$ cat config.mk
export PLATFORM = sky130hd
export DESIGN_NAME = mmc_cmd_engine
export DESIGN_NICKNAME = d
export VERILOG_FILES = /design/src/rtl/mmc_cmd_pkg.sv /design/src/rtl/mmc_clkgen.sv /design/src/rtl/mmc_cmd_seq.sv /design/src/rtl/mmc_rsp_capture.sv /design/src/rtl/mmc_cmd_engine.sv
export SDC_FILE = /design/constraint.sdc
export NUM_CORES = 1
export LEC_CHECK = 0
export BUFFER_PORTS_ARGS = -buffer_cell sky130_fd_sc_hd__buf_4
export CAP_MARGIN = 20
export CORE_MARGIN = 2
export CORE_UTILIZATION = 55
export CTS_CLUSTER_DIAMETER = 100
export DETAILED_ROUTE_END_ITERATION = 6
export PLACE_DENSITY = 0.76
export SYNTH_ARGS = -nofsm -noshare
export SYNTH_HDL_FRONTEND = slang
export SYNTH_SLANG_ARGS = --single-unit
$ cat constraint.sdc
create_clock -name clk -period 13.7 [get_ports clk]
set_clock_uncertainty 0.15 [all_clocks]
set_input_delay 2.055 -clock clk [delete_from_list [all_inputs] [get_ports clk]]
set_output_delay 2.055 -clock clk [all_outputs]
set_load 0.02 [all_outputs]
$ cat src/rtl/mmc_cmd_pkg.sv
package mmc_cmd_pkg;

  localparam int FRAME_LEN = 48;
  localparam int SHORT_LEN = 48;
  localparam int LONG_LEN  = 136;
  localparam int KEEP_LEN  = 128;

  localparam logic [1:0] RSP_NONE  = 2'd0;
  localparam logic [1:0] RSP_SHORT = 2'd1;
  localparam logic [1:0] RSP_LONG  = 2'd2;

  typedef enum logic [2:0] {
    ST_IDLE,
    ST_SEND,
    ST_TAIL,
    ST_WAIT,
    ST_RECV,
    ST_DONE
  } seq_state_e;

  // CRC7, polynomial x^7 + x^3 + 1, zero start, 40 message bits MSB first
  function automatic logic [6:0] crc7_40(input logic [39:0] msg);
    logic [6:0] c;
    logic       fb;
    c = '0;
    for (int i = 39; i >= 0; i--) begin
      fb = msg[i] ^ c[6];
      c  = {c[5:0], 1'b0};
      if (fb) c = c ^ 7'h09;
    end
    return c;
  endfunction

endpackage

$ cat src/rtl/mmc_clkgen.sv
module mmc_clkgen #(
  parameter int DIV_W = 8,
  parameter int PWS_W = 3
) (
  input  logic             clk,
  input  logic             rst_n,
  input  logic             enable,
  input  logic             bus_idle,
  input  logic             pws_en,
  input  logic [PWS_W-1:0] pws_div,
  input  logic [DIV_W-1:0] clk_div,
  output logic             card_clk,
  output logic             rise_tick
);

  localparam int CNT_W = DIV_W + (1 << PWS_W) + 1;

  logic [CNT_W-1:0] cnt_q, cnt_d, base, limit;
  logic [PWS_W:0]   sh_amt;
  logic             clk_q, clk_d, wrap;

  always_comb begin
    base   = CNT_W'(clk_div) + CNT_W'(1);
    sh_amt = {1'b0, pws_div} + (PWS_W+1)'(1);
    if (pws_en && bus_idle) limit = (base << sh_amt) - CNT_W'(1);
    else                    limit = base - CNT_W'(1);
    wrap  = (cnt_q >= limit);
    cnt_d = cnt_q;
    clk_d = clk_q;
    if (!enable) begin
      cnt_d = '0;
      clk_d = 1'b0;
    end else if (wrap) begin
      cnt_d = '0;
      clk_d = ~clk_q;
    end else begin
      cnt_d = cnt_q + CNT_W'(1);
    end
  end

  always_ff @(posedge clk or negedge rst_n) begin
    if (!rst_n) begin
      cnt_q <= '0;
      clk_q <= 1'b0;
    end else begin
      cnt_q <= cnt_d;
      clk_q <= clk_d;
    end
  end

  assign card_clk  = clk_q;
  assign rise_tick = enable && wrap && !clk_q;

  a_r1_clk_parked: assert property (@(posedge clk) disable iff (!rst_n)
    !enable |=> !card_clk);

  a_r2_rise_then_high: assert property (@(posedge clk) disable iff (!rst_n)
    rise_tick |=> card_clk);

endmodule

$ cat src/rtl/mmc_cmd_seq.sv
module mmc_cmd_seq
  import mmc_cmd_pkg::*;
#(
  parameter int NCR_MAX = 64
) (
  input  logic        clk,
  input  logic        rst_n,
  input  logic        enable,
  input  logic        rise_tick,
  input  logic        cmd_valid,
  input  logic [5:0]  cmd_index,
  input  logic [31:0] cmd_arg,
  input  logic [1:0]  rsp_kind,
  input  logic        cmd_od,
  input  logic        cmd_in,
  output logic        busy,
  output logic        done,
  output logic        timeout,
  output logic        cmd_out,
  output logic        cmd_oe,
  output logic        shift_en,
  output logic        cap_clr,
  output logic        cap_latch,
  output logic        long_sel
);

  localparam int WC_W = $clog2(NCR_MAX);
  localparam int RC_W = $clog2(LONG_LEN + 1);

  seq_state_e             st_q, st_d;
  logic [FRAME_LEN-1:0]   frame_q, frame_d;
  logic [5:0]             idx_q, idx_d;
  logic                   od_q, od_d;
  logic [1:0]             kind_q, kind_d;
  logic                   drv_bit_q, drv_bit_d;
  logic                   drv_on_q, drv_on_d;
  logic [WC_W-1:0]        wcnt_q, wcnt_d;
  logic [RC_W-1:0]        rcnt_q, rcnt_d, rlast;
  logic                   to_q, to_d;
  logic                   has_rsp;
  logic [39:0]            head;

  assign has_rsp = (kind_q == RSP_SHORT) || (kind_q == RSP_LONG);
  assign rlast   = (kind_q == RSP_LONG) ? RC_W'(LONG_LEN - 1) : RC_W'(SHORT_LEN - 1);
  assign head    = {2'b01, cmd_index, cmd_arg};

  always_comb begin
    st_d      = st_q;
    frame_d   = frame_q;
    idx_d     = idx_q;
    od_d      = od_q;
    kind_d    = kind_q;
    drv_bit_d = drv_bit_q;
    drv_on_d  = drv_on_q;
    wcnt_d    = wcnt_q;
    rcnt_d    = rcnt_q;
    to_d      = to_q;
    cap_clr   = 1'b0;
    shift_en  = 1'b0;
    cap_latch = 1'b0;
    if (!enable) begin
      st_d     = ST_IDLE;
      drv_on_d = 1'b0;
    end else begin
      case (st_q)
        ST_IDLE: if (cmd_valid) begin
          cap_clr = 1'b1;
          frame_d = {head, crc7_40(head), 1'b1};
          idx_d   = 6'(FRAME_LEN - 1);
          od_d    = cmd_od;
          kind_d  = rsp_kind;
          to_d    = 1'b0;
          st_d    = ST_SEND;
        end
        ST_SEND: if (rise_tick) begin
          drv_on_d  = 1'b1;
          drv_bit_d = frame_q[idx_q];
          if (idx_q == 6'd0) st_d = ST_TAIL;
          else               idx_d = idx_q - 6'd1;
        end
        ST_TAIL: if (rise_tick) begin
          drv_on_d  = 1'b0;
          drv_bit_d = 1'b1;
          wcnt_d    = '0;
          st_d      = has_rsp ? ST_WAIT : ST_DONE;
        end
        ST_WAIT: if (rise_tick) begin
          if (!cmd_in) begin
            shift_en = 1'b1;
            rcnt_d   = RC_W'(1);
            st_d     = ST_RECV;
          end else if (wcnt_q == WC_W'(NCR_MAX - 1)) begin
            to_d = 1'b1;
            st_d = ST_DONE;
          end else begin
            wcnt_d = wcnt_q + WC_W'(1);
          end
        end
        ST_RECV: if (rise_tick) begin
          shift_en = 1'b1;
          rcnt_d   = rcnt_q + RC_W'(1);
          if (rcnt_q == rlast) st_d = ST_DONE;
        end
        ST_DONE: begin
          cap_latch = has_rsp && !to_q;
          st_d      = ST_IDLE;
        end
        default: st_d = ST_IDLE;
      endcase
    end
  end

  always_ff @(posedge clk or negedge rst_n) begin
    if (!rst_n) begin
      st_q      <= ST_IDLE;
      frame_q   <= '0;
      idx_q     <= '0;
      od_q      <= 1'b0;
      kind_q    <= RSP_NONE;
      drv_bit_q <= 1'b1;
      drv_on_q  <= 1'b0;
      wcnt_q    <= '0;
      rcnt_q    <= '0;
      to_q      <= 1'b0;
    end else begin
      st_q      <= st_d;
      frame_q   <= frame_d;
      idx_q     <= idx_d;
      od_q      <= od_d;
      kind_q    <= kind_d;
      drv_bit_q <= drv_bit_d;
      drv_on_q  <= drv_on_d;
      wcnt_q    <= wcnt_d;
      rcnt_q    <= rcnt_d;
      to_q      <= to_d;
    end
  end

  assign busy     = (st_q != ST_IDLE);
  assign done     = (st_q == ST_DONE);
  assign timeout  = to_q;
  assign long_sel = (kind_q == RSP_LONG);
  assign cmd_out  = od_q ? 1'b0 : drv_bit_q;
  assign cmd_oe   = drv_on_q && (od_q ? !drv_bit_q : 1'b1);

  a_r1_idle_when_off: assert property (@(posedge clk) disable iff (!rst_n)
    !enable |=> (!busy && !cmd_oe));

  a_r11_done_single: assert property (@(posedge clk) disable iff (!rst_n)
    done |=> !done);

  a_r8_timeout_from_wait: assert property (@(posedge clk) disable iff (!rst_n)
    $rose(timeout) |-> ($past(st_q) == ST_WAIT));

  a_r6_free_while_waiting: assert property (@(posedge clk) disable iff (!rst_n)
    (st_q == ST_WAIT) |-> !cmd_oe);

endmodule

$ cat src/rtl/mmc_rsp_capture.sv
module mmc_rsp_capture
  import mmc_cmd_pkg::*;
(
  input  logic        clk,
  input  logic        rst_n,
  input  logic        shift_en,
  input  logic        bit_in,
  input  logic        clr,
  input  logic        latch,
  input  logic        long_sel,
  output logic [31:0] w0,
  output logic [31:0] w1,
  output logic [31:0] w2,
  output logic [31:0] w3,
  output logic        crc_err
);

  logic [KEEP_LEN-1:0] sh_q, sh_d;
  logic [31:0]         w0_d, w1_d, w2_d, w3_d;
  logic                crc_d, crc_bad;

  assign crc_bad = (crc7_40(sh_q[SHORT_LEN-1:8]) != sh_q[7:1]);

  always_comb begin
    sh_d  = sh_q;
    w0_d  = w0;
    w1_d  = w1;
    w2_d  = w2;
    w3_d  = w3;
    crc_d = crc_err;
    if (shift_en) sh_d = {sh_q[KEEP_LEN-2:0], bit_in};
    if (latch) begin
      if (long_sel) begin
        w0_d  = sh_q[31:0];
        w1_d  = sh_q[63:32];
        w2_d  = sh_q[95:64];
        w3_d  = sh_q[127:96];
        crc_d = 1'b0;
      end else begin
        w0_d  = sh_q[39:8];
        w1_d  = '0;
        w2_d  = '0;
        w3_d  = '0;
        crc_d = crc_bad;
      end
    end else if (clr) begin
      crc_d = 1'b0;
    end
  end

  always_ff @(posedge clk or negedge rst_n) begin
    if (!rst_n) begin
      sh_q    <= '0;
      w0      <= '0;
      w1      <= '0;
      w2      <= '0;
      w3      <= '0;
      crc_err <= 1'b0;
    end else begin
      sh_q    <= sh_d;
      w0      <= w0_d;
      w1      <= w1_d;
      w2      <= w2_d;
      w3      <= w3_d;
      crc_err <= crc_d;
    end
  end

  a_r10_long_no_crc: assert property (@(posedge clk) disable iff (!rst_n)
    (latch && long_sel) |=> !crc_err);

endmodule

$ cat src/rtl/mmc_cmd_engine.sv
module mmc_cmd_engine #(
  parameter int DIV_W   = 8,
  parameter int PWS_W   = 3,
  parameter int NCR_MAX = 64
) (
  input  logic             clk,
  input  logic             rst_n,
  input  logic             enable,
  input  logic [DIV_W-1:0] clk_div,
  input  logic             pws_en,
  input  logic [PWS_W-1:0] pws_div,
  input  logic             cmd_valid,
  input  logic [5:0]       cmd_index,
  input  logic [31:0]      cmd_arg,
  input  logic [1:0]       rsp_kind,
  input  logic             cmd_od,
  output logic             busy,
  output logic             done,
  output logic             timeout,
  output logic             crc_err,
  output logic [31:0]      rsp_w0,
  output logic [31:0]      rsp_w1,
  output logic [31:0]      rsp_w2,
  output logic [31:0]      rsp_w3,
  output logic             mmc_clk,
  output logic             cmd_out,
  output logic             cmd_oe,
  input  logic             cmd_in
);

  logic [1:0] rst_sync_q;
  logic       rst_i_n;
  logic       rise_tick, shift_en, cap_clr, cap_latch, long_sel;

  always_ff @(posedge clk or negedge rst_n) begin
    if (!rst_n) rst_sync_q <= 2'b00;
    else        rst_sync_q <= {rst_sync_q[0], 1'b1};
  end
  assign rst_i_n = rst_sync_q[1];

  mmc_clkgen #(.DIV_W(DIV_W), .PWS_W(PWS_W)) u_clkgen (
    .clk       (clk),
    .rst_n     (rst_i_n),
    .enable    (enable),
    .bus_idle  (!busy),
    .pws_en    (pws_en),
    .pws_div   (pws_div),
    .clk_div   (clk_div),
    .card_clk  (mmc_clk),
    .rise_tick (rise_tick)
  );

  mmc_cmd_seq #(.NCR_MAX(NCR_MAX)) u_seq (
    .clk       (clk),
    .rst_n     (rst_i_n),
    .enable    (enable),
    .rise_tick (rise_tick),
    .cmd_valid (cmd_valid),
    .cmd_index (cmd_index),
    .cmd_arg   (cmd_arg),
    .rsp_kind  (rsp_kind),
    .cmd_od    (cmd_od),
    .cmd_in    (cmd_in),
    .busy      (busy),
    .done      (done),
    .timeout   (timeout),
    .cmd_out   (cmd_out),
    .cmd_oe    (cmd_oe),
    .shift_en  (shift_en),
    .cap_clr   (cap_clr),
    .cap_latch (cap_latch),
    .long_sel  (long_sel)
  );

  mmc_rsp_capture u_cap (
    .clk      (clk),
    .rst_n    (rst_i_n),
    .shift_en (shift_en),
    .bit_in   (cmd_in),
    .clr      (cap_clr),
    .latch    (cap_latch),
    .long_sel (long_sel),
    .w0       (rsp_w0),
    .w1       (rsp_w1),
    .w2       (rsp_w2),
    .w3       (rsp_w3),
    .crc_err  (crc_err)
  );

endmodule

After elaboration in Yosys (flattened, before gate mapping)

Cells that the tools add are included.

Register bits: 353
Bits of input ports: 58
Output and inout bits: 135
Logic and storage cells: 502

$add $sub $neg: 8
Order comparisons: 2
Equal/unequal tests: 30
Shift-type cells: 1
Multiplexer cells: 259
Bitwise logic cells: 156
Reductions and logical operators: 27

Operators with widths:

| kind                  | number |
|---|---|
| $mux 7                | 117 |
| $mux 4                | 79 |
| $not 2->2             | 78 |
| $mux 32               | 4 |
| $xor 1x1->1           | 74 |
| $mux 17               | 3 |
| $mux 6                | 7 |
| $sub 17x1->17 const B | 2 |
| $mux 3                | 11 |
| $mux 8                | 4 |
| $mux 1                | 25 |
| $pmux 6 s2            | 2 |
| $ne 2x2->1 const B    | 9 |
| $add 17x1->17 const B | 1 |
| $ge 17x17->1          | 1 |
| $shl 17x4->17         | 1 |
| $pmux 8 s2            | 1 |
| $ne 3x3->1 const B    | 5 |
| $pmux 3 s5            | 1 |
| $reduce_and 6->1      | 2 |
| $reduce_bool 2->1     | 6 |
| $reduce_and 5->1      | 2 |
| $add 8x1->9 const B   | 1 |
| $add 8x1->8 const B   | 1 |
| 29 further kinds      | 46 |

Longest topological paths before layout

Gate-level depths: netlist (run 1).

Depth after elaboration: 195
Mapped depth: 26
Depth with buffers taken out: 21

Hierarchy

Synthesis (run 1) repeated with hierarchy kept, for this count alone.

Cell total of the unflattened synthesis: 1782
Area, all modules: 18500.2 µm²

Modules (own cells, without submodules):

| module          | times used | cells an instance | area each (µm²) |
|---|---|---|---|
| mmc_rsp_capture | 1          | 911               | 10960.5 |
| mmc_cmd_seq     | 1          | 461               | 4470.5 |
| mmc_clkgen      | 1          | 406               | 3011.6 |
| mmc_cmd_engine  | 1          | 4                 | 57.6 |

Worst setup path after synthesis (run 1)

OpenSTA, ideal clock, no wires.

Path kind: input-to-reg
Start: input port pws_div[0]
End: register u_cap.sh_q[100]
Setup time: 0.125 ns
Arrival time: 6.279 ns
Data required time: 13.425 ns
Setup slack: 7.146 ns
Stages: 25
Path buffers: 5
Cell sequence: buf_2 -> buf_2 -> nand2_1 -> nand3_1 -> o21ai_0 -> and3_1 -> nor2_1 -> ha_1 -> nor3b_1 -> and2_1 -> nand4_2 -> nor3_1 -> xor2_1 -> ha_1 -> nand4_1 -> nor2_1 -> nor2_1 -> nand2_1 -> a21oi_1 -> o21ai_1 -> o211a_1 -> buf_2 -> buf_2 -> buf_2 -> mux2_2

Word-level cells in the longest chain between the ends: 10
Elaborated cells on any way between the ends: 11
Those cells by class: add/sub: 2; order compare: 1; shift: 1; mux: 5; reduce/logical: 2

RTL lines:

| what                              | RTL line                             | RTL |
|---|---|---|
| from (decl)                       | mmc_cmd_engine.sv:11                 | `input logic [PWS_W-1:0] pws_div,` |
| $add 3x1->4 *                     | mmc_clkgen.sv:24                     | `sh_amt = {1'b0, pws_div} + (PWS_W+1)'(1);` |
| $shl 17x4->17 *                   | mmc_clkgen.sv:25                     | `if (pws_en && bus_idle) limit = (base << sh_amt) - CNT_W'(1);` |
| $sub 17x1->17 *                   | mmc_clkgen.sv:25                     |  |
| $mux 17 *                         | mmc_clkgen.sv:25                     |  |
| $ge 17x17->1 *                    | mmc_clkgen.sv:27                     | `wrap = (cnt_q >= limit);` |
| $logic_and 1x1->1 * (2 in series) | mmc_clkgen.sv:52                     | `assign rise_tick = enable && wrap && !clk_q;` |
| $mux 1, on equally long branches  | mmc_cmd_seq.sv:99, mmc_cmd_seq.sv:87 |  |
| $pmux 1 s2 *                      | mmc_cmd_seq.sv:65                    | `case (st_q)` |
| $mux 1 *                          | mmc_cmd_seq.sv:61                    | `if (!enable) begin` |
| to (signal assigned)              | mmc_rsp_capture.sv:53                | `sh_q <= '0;` |
| to (signal assigned)              | mmc_rsp_capture.sv:60                | `sh_q <= sh_d;` |
| to (decl)                         | mmc_rsp_capture.sv:18                | `logic [KEEP_LEN-1:0] sh_q, sh_d;` |

Mark *: on every way between the ends. The rest lies on a longest branch, timed or not.
A chain may end at the register's enable or synchronous reset.

Final worst setup path (run 1)

Start: input port pws_div[0]
End: register u_cap.sh_q[104]

Same word-level chain as after synthesis.

==> impl_metrics.tcl, run 1 <==
set metrics [dict create \
    fp.dieW_um 182 \
    fin_crit_sh_pct 56.0 \
    gr-total-overflow 0 \
    dp_cells 2196 \
    wirelength_um 37200 \
    drive_gt1_share_pct 23.4 \
    arrival_ns 7.91 \
    cts_root_buf "clkbuf_16" \
    vias_per_cell 5.50 \
    fillers 2519 \
    cts_tree "yes" \
    worstMarginPinSlew_ns 1.09 \
    critPathMaxFanout 48 \
    wl_per_cell_um 16.4 \
    drc 0 \
    area_growth_syn_to_layout_pct 16.6 \
    core_um2 31500 \
    cts_sinks 352 \
    grt_max_degree 260 \
    num_vias 12500 \
    die_height_um 182 \
    hold_viol 0 \
    synth_nets 1769 \
    cp.buffers_inverters 4 \
    fin_crit_ns 7.68 \
    min-delay-start "rst_sync_q[0]" \
    cp-startpoint "pws_div[0]" \
    leakage_nw 9.58 \
    synth_cell_types 68 \
    cap_violations 0 \
    start_util_pct 55.6 \
    grt_antenna_before_repair 0 \
    crit_path_end_kind "flip-flop" \
    final_common_cell "nand2_1" \
    netlist_instances 1685 \
    setup_viol 0 \
    ys_seq_area_share_pct 50.3 \
    diodes 0 \
    postCtsResizedCells 0 \
    crit_slowest_cell "buf_4" \
    synthArstFlopShare_pct 100 \
    syn_area_per_cell_um2 10.4 \
    clockBufferDepth 3 \
    syn_area_um2 17500 \
    crit_path_frequent_cell "ha_1" \
    p_per_area_nw_per_um2 135 \
    drt-initial-drc-count 863 \
    worstPathCellList "buf_4 > ha_1 > inv_1 > and3_1 > a22oi_4 > ha_1 > nor3b_1 > and2_1 > nand4_2 > nor3_1 > xor2_1 > ha_1 > nand4_1 > nor2_1 > nor2_1 > nand2_1 > a21oi_1 > o21ai_1 > o211a_4 > buf_4 > buf_12 > mux2_2" \
    portBuffers 192 \
    clkTransAtPathRegs_ns 0.06 \
    ys_ff_latch 352 \
    dr.pass1.iters 5 \
    place_hpwl_um 25300 \
    stdcell_count 2266 \
    cts_hold_buf 0 \
    yosys-top-cells-area "dfrtp_1, nand2_1, mux2_2" \
    antenna_left 0 \
    ios 193 \
    post_cts.repair.setup_buffers 0 \
    rr_startpoint "u_seq.st_q[0]" \
    yosys_most_used_dff "dfrtp_1" \
    track_usage_pct 22.7 \
    setup_tns_ns 0 \
    grt_pass1_wl_um 62600 \
    grt_pass1_vias 12500 \
    required_ns 13.94 \
    final_max_slew_viol_count 0 \
    relSlewSlack_pct 27.2 \
    row_count 65 \
    clock.fmax_ghz 0.130 \
    yosys.area.top_type "dfrtp_1" \
    numCtsBuffers 38 \
    path_delay_family "simple AND/OR/NAND/NOR gates" \
    rsz0062_at_grt "false" \
    synth_edf_count 0 \
    vdd_ir_drop_max_uv 120 \
    dieArea_um2 33300 \
    status "completed" \
    gp_congestion 0.852 \
    htree_levels 2 \
    clock_latency_ns 0.52 \
    netlist.area_leader.share_pct 50.2 \
    max_stage_delay_ns 0.59 \
    start_kind "primary input" \
    mostFrequentLayoutCells "nand2_1, dfrtp_1, buf_4, o21ai_0, mux2_2" \
    worstHoldPathType "flip-flop to flip-flop" \
    yosysWarningCount 0 \
    nets 1920 \
    critPathKind "primary input to flip-flop" \
]
report_power, final:
part	internal (mW)	switching [mW]	total, mW	leakage, nW
Sequential	1.12	0.0547	1.17	4.79
Combinational	0.269	0.350	0.618	4.19
Clock	0.573	0.404	0.977	0.594
Total	1.96	0.808	2.77	9.58
cell families after synthesis:
family          share of synthesized area, %
simple gates                            14.2
flops                                   50.3
compound gates                          8.81
mux                                     12.8
xor+xnor                                9.42
buf+inv                                 2.58
fa+ha+maj                               1.86
other cells                           0.0214
layer usage:
metal	track usage [%]	part of all wire, %
met1	31.4	46
met2	38.0	48
met3	2.75	3.3
met4	7.23	2.5
met5	0	0
Yosys cell counts (all sizes together) (5+ instances only):
cell type	n
mux2i	39
o22ai	9
nand2b	9
o21ai	174
o211ai	7
mux2	128
nor3	9
xnor2	130
o21a	5
nand2	390
ha	26
dfrtp	351
nand3	40
mux4	18
and3	15
a31oi	11
o31ai	13
and2	7
clkbuf	64
a21oi	8
buf	27
nand4	11
a211oi	5
or2	5
inv	16
nor2b	12
xor2	54
nor2	54
final timing paths:
| path | endpoint | slack [ns] | cells past startpoint |
|---|---|---|---|
| worst max-delay path | u_cap.sh_q[104] | 6.02 | 22 |
| worst min-delay path | rst_sync_q[1] | 0.21 | 0 |
| worst max register to register | u_cap.sh_q[104] | 6.97 | 21 |
| worst min register to register | rst_sync_q[1] | 0.21 | 0 |
| max in group asynchronous | u_cap.w2[19] | 11.16 | 2 |
| min in group asynchronous | u_cap.w0[13] | 0.33 | 0 |
stage by stage:
stage	total power, mW	hold slack, ns	instance area [um2]	setup WS [ns]	util (%)
2_1_floorplan	1.67	0.181	17500	3.01	-
3_3_place_gp	1.79	0.189	19200	5.58	60.9
3_5_place_dp	1.81	0.189	19200	5.46	60.9
4_1_cts	2.79	0.208	20400	5.94	64.7
5_1_grt	2.91	0.227	20400	5.47	64.9
6_report	2.77	0.206	20400	6.02	64.9
flip-flops by register name, indices dropped and copies added (netlist names), 6 cells and up:
signal and cells:
u_cap.sh_q 128, u_cap.w0 32, u_cap.w1 32, u_cap.w2 32, u_cap.w3 32, u_clkgen.cnt_q 17
u_seq.frame_q 46, u_seq.idx_q 6, u_seq.rcnt_q 8, u_seq.wcnt_q 6
final cells by class:
type	count	area, um2	area share [%]
inverter	17	63.8	0.312
clock inverter	10	60.1	0.294
multi-input combinational	1225	8270	40.5
timing repair buffer	202	1570	7.71
clock buffer	58	1140	5.57
tap	402	503	2.46
sequential	352	8810	43.1
worst reg2reg max path, delay by kind of cell, from the launching register on:
kind	cells	cell delay [ns]
simple gates	12	2.87
buf+inv	2	0.93
compound gates	3	1.08
fa+ha+maj	2	0.49
flops	1	0.56
mux	1	0.41
xor+xnor	1	0.11
Note: power is estimated with default switching activity, not from simulation.
==> inputs of run 2 (changes only) <==
Clock period 13.7 ns to 7.6 ns, I/O delays scaled along.
==> run 2 against run 1 <==
Net effect:
- die area stayed put
- sequential share of layout area is 0.39 points lower
- clock-buffer cell count is 10 lower
- critical path depth is 1 lower
- first-iteration DRC count is 2.0% lower
- wire length is 2.7% higher
- critical path type unchanged
- critical endpoint is now u_cap.sh_q[4]
- largest cell class unchanged
- highest routed layer unchanged
==> impl_metrics.tcl, run 2 (synthesized netlist as in run 1, its figures left out) <==
set metrics [dict create \
    regArea_um2 8810 \
    antenna_left 0 \
    rsz0062_at_grt "false" \
    min-delay-start "rst_sync_q[0]" \
    cts_sinks 352 \
    vdd_ir_drop_max_uv 180 \
    cts_tree "yes" \
    grt_pass1_wl_um 64300 \
    dp_cells 2199 \
    ios 193 \
    rr_startpoint "u_seq.st_q[0]" \
    grt_antenna_before_repair 0 \
    drc 0 \
    leakage_nw 9.66 \
    critPathKind "primary input to flip-flop" \
    die_height_um 182 \
    relSlewSlack_pct 30.4 \
    dpl_worst_slack_ns 0.848 \
    cts_root_buf "clkbuf_16" \
    clockBufferDepth 3 \
    gp_congestion 0.863 \
    r2r_slack_ns 1.37 \
    core_um2 31500 \
    hold_depth 0 \
    multi_input_area_um2 8270 \
    status "completed" \
    final_max_slew_viol_count 0 \
    numCtsBuffers 37 \
    track_usage_pct 23.4 \
    area_growth_syn_to_layout_pct 17.7 \
    cap_violations 0 \
    htree_levels 2 \
    p_per_area_nw_per_um2 252 \
    dieArea_um2 33300 \
    arrival_ns 6.50 \
    top_register "u_cap.sh_q" \
    clock.fmax_ghz 0.160 \
    grt_max_degree 260 \
    diodes 0 \
    critPathMaxFanout 45 \
    row_count 65 \
    gr-total-overflow 0 \
    vias_per_cell 5.54 \
    rr_endpoint "u_cap.sh_q[4]" \
    final_common_cell "nand2_1" \
    postCtsResizedCells 0 \
    min_to "rst_sync_q[1]" \
    portBuffers 192 \
    hold_viol 0 \
    fp.dieW_um 182 \
    mostFrequentLayoutCells "nand2_1, dfrtp_1, buf_4, o21ai_0, mux2_2" \
    setup_tns_ns 0 \
    setup_ws_ns 1.35 \
    clock_latency_ns 0.54 \
    crit_path_end_kind "flip-flop" \
    worstHoldPathType "flip-flop to flip-flop" \
    start_util_pct 55.6 \
    drive_gt1_share_pct 23.9 \
    cts_hold_buf 0 \
    wl_per_cell_um 16.9 \
    grt_pass1_vias 12900 \
    num_vias 12600 \
    worst-r2r-cell-count 20 \
    top_regs "u_cap.sh_q x128, u_seq.frame_q x46" \
    fin_crit_sh_pct 82.3 \
    fin_area_um2 20600 \
    nets 1922 \
    start_kind "primary input" \
    fillers 2410 \
    place_hpwl_um 25800 \
    largest_reg_flops 128 \
    clkTransAtPathRegs_ns 0.06 \
    post_cts.repair.setup_buffers 0 \
    worstMarginPinSlew_ns 1.04 \
    wirelength_um 38200 \
    required_ns 7.85 \
    fin_crit_ns 6.25 \
    stdcell_count 2268 \
    setup_viol 0 \
    dr.pass1.iters 5 \
    drt-initial-drc-count 846 \
    place_area_um2 19200 \
]
[run 2: cell count changes in the layout (fill, tap and decap cells not counted), sizes merged]
| cell | before | now |
|---|---|---|
| clkbuf | 58 | 48 |
| bufinv | 0 | 6 |
| buf | 202 | 205 |
| clkinvlp | 1 | 3 |
| inv | 18 | 20 |
| clkinv | 8 | 7 |
[run 2: critical path: stages]
cell,delay (ns)
buf_4,0.20
ha_1,0.54
inv_1,0.22
and3_1,0.24
a22oi_4,0.17
ha_1,0.21
nor3b_1,0.37
and2_1,0.23
nand4_2,0.16
nor3_1,0.27
xor2_1,0.11
ha_1,0.30
nand4_1,0.15
nor2_1,0.16
nor2_1,0.05
nand2_1,0.06
a21oi_1,0.06
o21ai_1,0.44
o211a_4,0.66
buf_12,0.33
mux2_2,0.37
[run 2: area by class of cell]
| type | instances | share of cell area (%) |
|---|---|---|
| Multi-Input combinational cell | 1225 | 40.1 |
| Inverter | 17 | 0.310 |
| Clock inverter | 19 | 1.35 |
| Sequential cell | 352 | 42.8 |
| Tap cell | 402 | 2.44 |
| Timing Repair Buffer | 205 | 7.90 |
| Clock buffer | 48 | 5.08 |
[run 2: worst max-delay path by stage]
| stage | from | endpoint | slack, ns | cells after the start |
|---|---|---|---|---|
| finish | pws_div[0] | u_cap.sh_q[4] | 1.35 | 21 |
| global route | u_seq.st_q[0] | u_cap.sh_q[112] | 0.80 | 20 |
| CTS | pws_div[0] | u_cap.sh_q[30] | 1.37 | 21 |
| detailed placement | pws_div[0] | u_cap.sh_q[12] | 0.85 | 21 |
| global placement | pws_div[0] | u_cap.sh_q[16] | 0.99 | 20 |
| floorplan | rst_sync_q[1] | u_cap.crc_err | 1.70 | 0 |
[run 2: routing by layer]
metal | share of wire (%) | up-vias | track usage, %
met5 | 0 | - | 0
met4 | 2.2 | 0 | 6.52
met3 | 3.6 | 62 | 3.11
met2 | 50 | 277 | 40.9
met1 | 44 | 6165 | 30.9
li1 | - | 6062 | -
[run 2: per-stage QoR]
| step | utilization (%) | power, mW | hold WS, ns |
|---|---|---|---|
| final | 65.5 | 5.20 | 0.210 |
| after global routing | 65.5 | 5.44 | 0.213 |
| after CTS | 65.3 | 5.22 | 0.208 |
| after detailed placement | 61.1 | 3.27 | 0.195 |
| after global placement | 61.1 | 3.23 | 0.189 |
| after floorplan | - | 3.01 | 0.181 |
[run 2: where the power goes]
group | switching, mW | internal [mW]
clock network | 0.753 | 1.19
logic | 0.645 | 0.498
registers | 0.102 | 2.01
total | 1.50 | 3.70
